File: src/rtl/mesi_pkg.sv
// Shared encodings for the coherence controller.
// Assumes: the 2-bit command coding is common to the issued and snooped buses.
package mesi_pkg;
    typedef enum logic [1:0] {LN_I = 2'd0, LN_S = 2'd1, LN_E = 2'd2, LN_M = 2'd3} line_st_t;
    typedef enum logic [1:0] {BC_RD = 2'd0, BC_RDX = 2'd1, BC_INV = 2'd2, BC_WB = 2'd3} bus_cmd_t;
    localparam logic [1:0] OP_RD  = 2'd0;
    localparam logic [1:0] OP_WR  = 2'd1;
    localparam logic [1:0] OP_RFO = 2'd2;
endpackage

File: src/rtl/mesi_line_store.sv
// Per-line state, tag and data registers with two read ports (processor, snoop)
// and two write ports. Assumes: a snoop write takes priority over a processor
// write to the same line; only the processor port writes tag and data.
module mesi_line_store
    import mesi_pkg::*;
#(
    parameter int NUM_LINES = 16,
    parameter int TAG_W     = 12,
    parameter int DATA_W    = 32,
    localparam int IDX_W    = $clog2(NUM_LINES)
) (
    input  logic              clk,
    input  logic              rst_n,
    input  logic [IDX_W-1:0]  a_idx,
    output line_st_t          a_state,
    output logic [TAG_W-1:0]  a_tag,
    output logic [DATA_W-1:0] a_data,
    input  logic [IDX_W-1:0]  b_idx,
    output line_st_t          b_state,
    output logic [TAG_W-1:0]  b_tag,
    output logic [DATA_W-1:0] b_data,
    input  logic              sw_en,
    input  line_st_t          sw_state,
    input  logic              cw_en,
    input  logic [TAG_W-1:0]  cw_tag,
    input  logic [DATA_W-1:0] cw_data,
    input  line_st_t          cw_state
);
    line_st_t          st_q   [NUM_LINES];
    logic [TAG_W-1:0]  tag_q  [NUM_LINES];
    logic [DATA_W-1:0] data_q [NUM_LINES];

    for (genvar g = 0; g < NUM_LINES; g++) begin : g_line
        // Coherence state: reset to Invalid, snoop update wins over processor update.
        always_ff @(posedge clk) begin
            if (!rst_n)
                st_q[g] <= LN_I;
            else if (sw_en && b_idx == IDX_W'(g))
                st_q[g] <= sw_state;
            else if (cw_en && a_idx == IDX_W'(g))
                st_q[g] <= cw_state;
        end
        // Tag and data: written only by the processor side on fill or write.
        always_ff @(posedge clk) begin
            if (cw_en && a_idx == IDX_W'(g)) begin
                tag_q[g]  <= cw_tag;
                data_q[g] <= cw_data;
            end
        end
    end

    // Read ports: asynchronous lookup for both sides.
    always_comb begin
        a_state = st_q[a_idx];
        a_tag   = tag_q[a_idx];
        a_data  = data_q[a_idx];
        b_state = st_q[b_idx];
        b_tag   = tag_q[b_idx];
        b_data  = data_q[b_idx];
    end
endmodule

File: src/rtl/mesi_snoop_unit.sv
// Combinational snoop responder: decides the shared-response, the dirty
// writeback flag and the new line state for a transaction from another cache.
// Assumes: snoops arrive only while this cache has no bus transaction open.
module mesi_snoop_unit
    import mesi_pkg::*;
#(
    parameter int TAG_W  = 12,
    parameter int DATA_W = 32
) (
    input  logic              snp_valid,
    input  logic [1:0]        snp_cmd,
    input  logic [TAG_W-1:0]  snp_tag,
    input  line_st_t          line_state,
    input  logic [TAG_W-1:0]  line_tag,
    input  logic [DATA_W-1:0] line_data,
    output logic              shared_out,
    output logic              wb_out,
    output logic [DATA_W-1:0] data_out,
    output logic              upd_en,
    output line_st_t          upd_state
);
    logic hit;

    // Response and state change for one snooped command.
    always_comb begin
        hit        = snp_valid && line_state != LN_I && line_tag == snp_tag;
        shared_out = 1'b0;
        wb_out     = 1'b0;
        upd_en     = 1'b0;
        upd_state  = LN_I;
        data_out   = hit ? line_data : '0;
        if (hit) begin
            unique case (bus_cmd_t'(snp_cmd))
                BC_RD: begin
                    shared_out = 1'b1;
                    wb_out     = line_state == LN_M;
                    upd_en     = 1'b1;
                    upd_state  = LN_S;
                end
                BC_RDX: begin
                    wb_out = line_state == LN_M;
                    upd_en = 1'b1;
                end
                BC_INV: upd_en = 1'b1;
                default: ;
            endcase
        end
    end
endmodule

File: src/rtl/mesi_req_fsm.sv
// Processor-side sequencer: serves hits at once, otherwise writes back a dirty
// victim, issues the fill or upgrade, samples the shared response one cycle
// after the address cycle, and installs the line. Assumes: cpu inputs stay
// stable until cpu_ack; a hit is deferred while a snoop is active.
module mesi_req_fsm
    import mesi_pkg::*;
#(
    parameter int ADDR_W    = 16,
    parameter int DATA_W    = 32,
    parameter int NUM_LINES = 16,
    localparam int IDX_W    = $clog2(NUM_LINES),
    localparam int TAG_W    = ADDR_W - IDX_W
) (
    input  logic              clk,
    input  logic              rst_n,
    input  logic              cpu_req,
    input  logic [1:0]        cpu_op,
    input  logic [ADDR_W-1:0] cpu_addr,
    input  logic [DATA_W-1:0] cpu_wdata,
    output logic              cpu_ack,
    output logic [DATA_W-1:0] cpu_rdata,
    input  line_st_t          line_state,
    input  logic [TAG_W-1:0]  line_tag,
    input  logic [DATA_W-1:0] line_data,
    input  logic              snp_busy,
    output logic              bus_valid,
    output logic [1:0]        bus_cmd,
    output logic [ADDR_W-1:0] bus_addr,
    output logic [DATA_W-1:0] bus_wdata,
    input  logic              bus_ack,
    input  logic [DATA_W-1:0] bus_rdata,
    input  logic              bus_shared_in,
    output logic              wr_en,
    output logic [TAG_W-1:0]  wr_tag,
    output logic [DATA_W-1:0] wr_data,
    output line_st_t          wr_state
);
    typedef enum logic [2:0] {F_IDLE, F_WB, F_ADDR, F_RESP, F_FILL} fsm_t;

    fsm_t       st_q, st_n;
    bus_cmd_t   cmd_q, cmd_n;
    logic       shr_q, shr_n;
    logic       hit, fin, fin_shr, start;
    bus_cmd_t   go_cmd;
    logic [TAG_W-1:0] tag;
    logic [IDX_W-1:0] idx;

    // Sequencer registers.
    always_ff @(posedge clk) begin
        if (!rst_n) begin
            st_q  <= F_IDLE;
            cmd_q <= BC_RD;
            shr_q <= 1'b0;
        end else begin
            st_q  <= st_n;
            cmd_q <= cmd_n;
            shr_q <= shr_n;
        end
    end

    // Next state, bus drive and line update.
    always_comb begin
        tag       = cpu_addr[ADDR_W-1:IDX_W];
        idx       = cpu_addr[IDX_W-1:0];
        hit       = line_state != LN_I && line_tag == tag;
        st_n      = st_q;
        cmd_n     = cmd_q;
        shr_n     = shr_q;
        start     = 1'b0;
        go_cmd    = BC_RD;
        fin       = 1'b0;
        fin_shr   = 1'b0;
        cpu_ack   = 1'b0;
        cpu_rdata = '0;
        bus_valid = 1'b0;
        bus_cmd   = BC_RD;
        bus_addr  = cpu_addr;
        bus_wdata = '0;
        wr_en     = 1'b0;
        wr_tag    = tag;
        wr_data   = cpu_wdata;
        wr_state  = LN_M;
        unique case (st_q)
            F_IDLE: if (cpu_req && !snp_busy) begin
                if (cpu_op == OP_WR) begin
                    if (hit && line_state != LN_S) begin
                        wr_en   = 1'b1;
                        cpu_ack = 1'b1;
                    end else begin
                        start  = 1'b1;
                        go_cmd = hit ? BC_INV : BC_RDX;
                    end
                end else if (cpu_op == OP_RFO) begin
                    if (hit && line_state != LN_S) begin
                        cpu_ack   = 1'b1;
                        cpu_rdata = line_data;
                    end else begin
                        start  = 1'b1;
                        go_cmd = BC_RDX;
                    end
                end else if (hit) begin
                    cpu_ack   = 1'b1;
                    cpu_rdata = line_data;
                end else begin
                    start  = 1'b1;
                    go_cmd = BC_RD;
                end
                if (start) begin
                    cmd_n = go_cmd;
                    st_n  = (!hit && line_state == LN_M) ? F_WB : F_ADDR;
                end
            end
            F_WB: begin
                bus_valid = 1'b1;
                bus_cmd   = BC_WB;
                bus_addr  = {line_tag, idx};
                bus_wdata = line_data;
                if (bus_ack) st_n = F_ADDR;
            end
            F_ADDR: begin
                bus_valid = 1'b1;
                bus_cmd   = cmd_q;
                st_n      = F_RESP;
            end
            F_RESP: begin
                bus_valid = 1'b1;
                bus_cmd   = cmd_q;
                shr_n     = bus_shared_in;
                fin_shr   = bus_shared_in;
                fin       = bus_ack;
                if (!bus_ack) st_n = F_FILL;
            end
            F_FILL: begin
                bus_valid = 1'b1;
                bus_cmd   = cmd_q;
                fin_shr   = shr_q;
                fin       = bus_ack;
            end
            default: st_n = F_IDLE;
        endcase
        if (fin) begin
            st_n    = F_IDLE;
            wr_en   = 1'b1;
            cpu_ack = 1'b1;
            if (cpu_op == OP_WR) begin
                wr_state = LN_M;
            end else begin
                wr_data   = bus_rdata;
                cpu_rdata = bus_rdata;
                wr_state  = (cpu_op == OP_RFO) ? LN_E : (fin_shr ? LN_S : LN_E);
            end
        end
    end
endmodule

File: src/rtl/mesi_snoop_cache.sv
// Top of the coherence controller: joins the line store, the snoop responder
// and the processor-side sequencer. Assumes: the bus never presents a snoop
// while this cache's own transaction is open.
module mesi_snoop_cache
    import mesi_pkg::*;
#(
    parameter int ADDR_W    = 16,
    parameter int DATA_W    = 32,
    parameter int NUM_LINES = 16,
    localparam int IDX_W    = $clog2(NUM_LINES),
    localparam int TAG_W    = ADDR_W - IDX_W
) (
    input  logic              clk,
    input  logic              rst_n,
    input  logic              cpu_req,
    input  logic [1:0]        cpu_op,
    input  logic [ADDR_W-1:0] cpu_addr,
    input  logic [DATA_W-1:0] cpu_wdata,
    output logic              cpu_ack,
    output logic [DATA_W-1:0] cpu_rdata,
    output logic              bus_valid,
    output logic [1:0]        bus_cmd,
    output logic [ADDR_W-1:0] bus_addr,
    output logic [DATA_W-1:0] bus_wdata,
    input  logic              bus_ack,
    input  logic [DATA_W-1:0] bus_rdata,
    input  logic              bus_shared_in,
    input  logic              snp_valid,
    input  logic [1:0]        snp_cmd,
    input  logic [ADDR_W-1:0] snp_addr,
    output logic              snp_shared,
    output logic              snp_wb,
    output logic [DATA_W-1:0] snp_data
);
    line_st_t          a_state, b_state, sw_state, cw_state;
    logic [TAG_W-1:0]  a_tag, b_tag, cw_tag;
    logic [DATA_W-1:0] a_data, b_data, cw_data;
    logic              sw_en, cw_en;

    mesi_line_store #(.NUM_LINES(NUM_LINES), .TAG_W(TAG_W), .DATA_W(DATA_W)) u_store (
        .clk(clk), .rst_n(rst_n),
        .a_idx(cpu_addr[IDX_W-1:0]), .a_state(a_state), .a_tag(a_tag), .a_data(a_data),
        .b_idx(snp_addr[IDX_W-1:0]), .b_state(b_state), .b_tag(b_tag), .b_data(b_data),
        .sw_en(sw_en), .sw_state(sw_state),
        .cw_en(cw_en), .cw_tag(cw_tag), .cw_data(cw_data), .cw_state(cw_state)
    );

    mesi_snoop_unit #(.TAG_W(TAG_W), .DATA_W(DATA_W)) u_snoop (
        .snp_valid(snp_valid), .snp_cmd(snp_cmd), .snp_tag(snp_addr[ADDR_W-1:IDX_W]),
        .line_state(b_state), .line_tag(b_tag), .line_data(b_data),
        .shared_out(snp_shared), .wb_out(snp_wb), .data_out(snp_data),
        .upd_en(sw_en), .upd_state(sw_state)
    );

    mesi_req_fsm #(.ADDR_W(ADDR_W), .DATA_W(DATA_W), .NUM_LINES(NUM_LINES)) u_fsm (
        .clk(clk), .rst_n(rst_n),
        .cpu_req(cpu_req), .cpu_op(cpu_op), .cpu_addr(cpu_addr), .cpu_wdata(cpu_wdata),
        .cpu_ack(cpu_ack), .cpu_rdata(cpu_rdata),
        .line_state(a_state), .line_tag(a_tag), .line_data(a_data),
        .snp_busy(snp_valid),
        .bus_valid(bus_valid), .bus_cmd(bus_cmd), .bus_addr(bus_addr), .bus_wdata(bus_wdata),
        .bus_ack(bus_ack), .bus_rdata(bus_rdata), .bus_shared_in(bus_shared_in),
        .wr_en(cw_en), .wr_tag(cw_tag), .wr_data(cw_data), .wr_state(cw_state)
    );
endmodule

File: config.mk
export PLATFORM = sky130hd
export DESIGN_NAME = mesi_snoop_cache
export DESIGN_NICKNAME = d
export VERILOG_FILES = /design/src/rtl/mesi_pkg.sv /design/src/rtl/mesi_line_store.sv /design/src/rtl/mesi_snoop_unit.sv /design/src/rtl/mesi_req_fsm.sv /design/src/rtl/mesi_snoop_cache.sv
export SDC_FILE = /design/constraint.sdc
export NUM_CORES = 1
export LEC_CHECK = 0
export CORE_MARGIN = 2
export CORE_UTILIZATION = 51
export CTS_CLUSTER_DIAMETER = 50
export DETAILED_ROUTE_END_ITERATION = 12
export GPL_TIMING_DRIVEN = 0
export PLACE_DENSITY = 0.7
export SLEW_MARGIN = 20
export SYNTH_ARGS = -nofsm -noshare
export SYNTH_HDL_FRONTEND = slang
export SYNTH_HIERARCHICAL = 1
export SYNTH_SLANG_ARGS = --single-unit
File: constraint.sdc
create_clock -name clk -period 11.1 [get_ports clk]
set_clock_uncertainty 0.1 [all_clocks]
set_input_delay 2.22 -clock clk [delete_from_list [all_inputs] [get_ports clk]]
set_output_delay 2.22 -clock clk [all_outputs]
set_load 0.1 [all_outputs]
==> impl_metrics.tcl <==
set metrics [dict create \
    status "finished, final reports clean" \
    post_cts_resized 0 \
    vias_per_cell 7.00 \
    synth_mux_area_frac 0.243 \
    grt_util_all_layers 0.317 \
    antenna_found_initial 1 \
    placedCellCount 3207 \
    synth_top_family_by_area "multiplexers" \
    boundaryPins 224 \
    routabilityCongestion 0.936 \
    path_max_fanout 10 \
    die_w_um 271 \
    cts_tree "built" \
    p_seq_frac 0.475 \
    yosys.area.top_type "edfxtp_1" \
    critical_path_class "input port to primary output" \
    crit_end "cpu_rdata[1]" \
    synth-compound-area-share 0.0599 \
    ys_top_cells_by_count "edfxtp_1 (736), mux4_2 (368), a22oi_1 (185)" \
    drc 0 \
    clock.fmax_ghz 0.0912 \
    clock_sinks 742 \
    clk_path_buf_depth 3 \
    clkPwrFrac 0.402 \
    start_util 0.517 \
    hold_buffers 0 \
    synth-adder-area-share 0 \
    fin_crit_sh 0.988 \
    drt_iter0_markers 3389 \
    path_clk_slew_ns 0.05 \
    dieHeight_um 271 \
    drive_above_1_share 0.303 \
    rr_worst_depth 15 \
    clockRootBuffer "clkbuf_16" \
    cp.arrival_ns 8.65 \
    p_sw_frac 0.254 \
    die-area_mm2 0.0734 \
    p_sw_w 0.00166 \
    yosysSeqAreaShare 0.612 \
    wl_per_cell_um 34.5 \
    stdcell_count 3354 \
    regToRegEndpoint "u_store/data_q[0][8]$_DFFE_PP_" \
    synth_area_per_cell_um2 18.2 \
    rows 97 \
    synth.area.top_cells "edfxtp_1 (61%), mux4_2 (23%), a22oi_1 (3.8%)" \
    cts_setup_buffers 0 \
    hold_slack_ns 0.390 \
    syn_area_mm2 0.0363 \
    final_max_slew_viol_count 0 \
    syn_nets 2098 \
    firstDrtPassIters 6 \
    drv_cap 0 \
    start_kind "input port" \
    synth_cells 1992 \
    grt_pass1_wl_um 166000 \
    finalSetupViolations 0 \
    dp_worst_setup_slack_ns 0.384 \
    slew_headroom 0.151 \
    grt_pass1_vias 23900 \
    synth.most_common_cell "edfxtp_1" \
    htreeDepth 3 \
    synth_warnings 6 \
    post_synth_xor_area_fraction 0.00531 \
    antenna_cells 0 \
    holdCritPathClass "flop to flop" \
    nNetsFinal 2457 \
    grt_setup_unrepaired "no" \
    crit_required_ns 8.78 \
    dpl.hpwl_um 81500 \
    ant_nets 0 \
    synthSimpleGateAreaFrac 0.0495 \
    p_comb_frac 0.123 \
    r2r_start "u_store/tag_q[11][7]$_DFFE_PP_" \
    internal_power_w 0.00488 \
    grt.overflow.total 0 \
    clk_latency_ns 0.64 \
    finalHoldViolCount 0 \
    worst_pin_slew_ns 1.27 \
    coreArea_mm2 0.0703 \
    io_buffer_count 218 \
    power_density_mw_per_mm2 151 \
    synthArstFlopShare 0 \
    min_period_ns 10.97 \
    cp-end-kind "primary output" \
    wl_um 116000 \
    synth_edf_count 736 \
    peakVddDrop_mv 0.131 \
    grt_start_max_net_pins 32 \
    synthFlopType "edfxtp_1" \
    cts_buffers 82 \
    ys_types 63 \
    synth_top_area_frac 0.609 \
    synth_seq_cells 742 \
    worst_slack_ns 0.131 \
    syn_to_final_growth_pct 19.1 \
    power_leakage_nw 13.8 \
    via_count 23500 \
    crit_start "cpu_addr[2]" \
    rrSetupSlack_ns 5.03 \
]
-- worst min path at each step --
stage	from	endpoint	cells after the start
3_5_place_dp	u_fsm/shr_q$_SDFFE_PN0P_	u_fsm/shr_q$_SDFFE_PN0P_	2
4_1_cts	u_fsm/shr_q$_SDFFE_PN0P_	u_fsm/shr_q$_SDFFE_PN0P_	2
3_3_place_gp	u_fsm/shr_q$_SDFFE_PN0P_	u_fsm/shr_q$_SDFFE_PN0P_	2
2_1_floorplan	u_fsm/shr_q$_SDFFE_PN0P_	u_fsm/shr_q$_SDFFE_PN0P_	2
6_report	u_fsm/shr_q$_SDFFE_PN0P_	u_fsm/shr_q$_SDFFE_PN0P_	2
5_1_grt	u_fsm/shr_q$_SDFFE_PN0P_	u_fsm/shr_q$_SDFFE_PN0P_	2
-- logic make-up (layout without fill, tap and decap cells) --
group / count (synthesis) / count (layout)
and+or+nand+nor: 336 / 336
muxes: 413 / 413
buffers and inverters: 190 / 612
DFF: 742 / 742
AOI/OAI and AO/OA: 288 / 288
xor gates and xnor gates: 22 / 22
other: 1 / 1
-- worst max-delay path, cell delays in order --
cell             delay [ns]
clkdlybuf4s50_1        0.55
buf_2                  0.24
and2_1                 0.17
clkbuf_1               0.64
buf_1                  0.74
a22oi_1                0.24
nand2_1                0.31
xor2_1                 0.17
nor4_2                 0.62
nand4_2                0.23
nor3_4                 0.87
buf_6                  0.28
a22o_1                 0.16
clkdlybuf4s50_1        1.16
-- state kept, by name, summed over array words and instances (netlist names) --
| signal | flops |
|---|---|
| u_store/data_q | 512 |
| u_store/tag_q | 192 |
| u_store/st_q | 32 |
| u_fsm/st_q | 3 |
| u_fsm/cmd_q | 2 |
| u_fsm/shr_q | 1 |
-- through the flow --
stage               cell area [um2]   util  total power (W)  setup TNS [ns]
floorplan                     36300      -          0.00368               0
global placement              39700  0.565          0.00394        -1480.35
detailed placement            40700  0.579          0.00396               0
CTS                           43200  0.615          0.00656               0
global route                  43200  0.615          0.00669               0
finish                        43200  0.615          0.00654               0
-- layer usage --
| metal | part of all wire | global-route usage |
|---|---|---|
| met1 | 0.36 | 0.437 |
| met5 | 0.000095 | 0 |
| met2 | 0.48 | 0.498 |
| met4 | 0.044 | 0.130 |
| met3 | 0.12 | 0.0658 |
-- power by group through the flow --
stage,clock [W],sequential [W],combinational [W]
after floorplan,0,0.00316,0.000520
after global placement,0,0.00316,0.000777
after detailed placement,0,0.00316,0.000796
after CTS,0.00266,0.00311,0.000798
after global routing,0.00275,0.00311,0.000836
final,0.00263,0.00311,0.000806
-- placed cells by master, fill, tap and decap left out, drive strengths merged, types with 16 or more instances in the layout --
cell           count
a22o              32
clkbuf           169
buf              173
clkinv            32
nand3b            19
a22oi            185
mux4             368
nand3             46
o22ai             31
clkdlybuf4s50    218
edfxtp           736
xor2              16
and2              36
mux2              45
nand2            121
nor2              59
-- area by class of cell --
cell class | count | area (um2)
fill | 4974 | 27000
tap | 940 | 1180
multi-input combinational | 1060 | 13100
clock buffer | 102 | 2190
inverter | 7 | 28.8
sequential | 742 | 22200
timing repair buffer | 275 | 3060
buffer | 183 | 1080
clock inverter | 45 | 390
No activity file was read; power rests on OpenSTA's default activity.
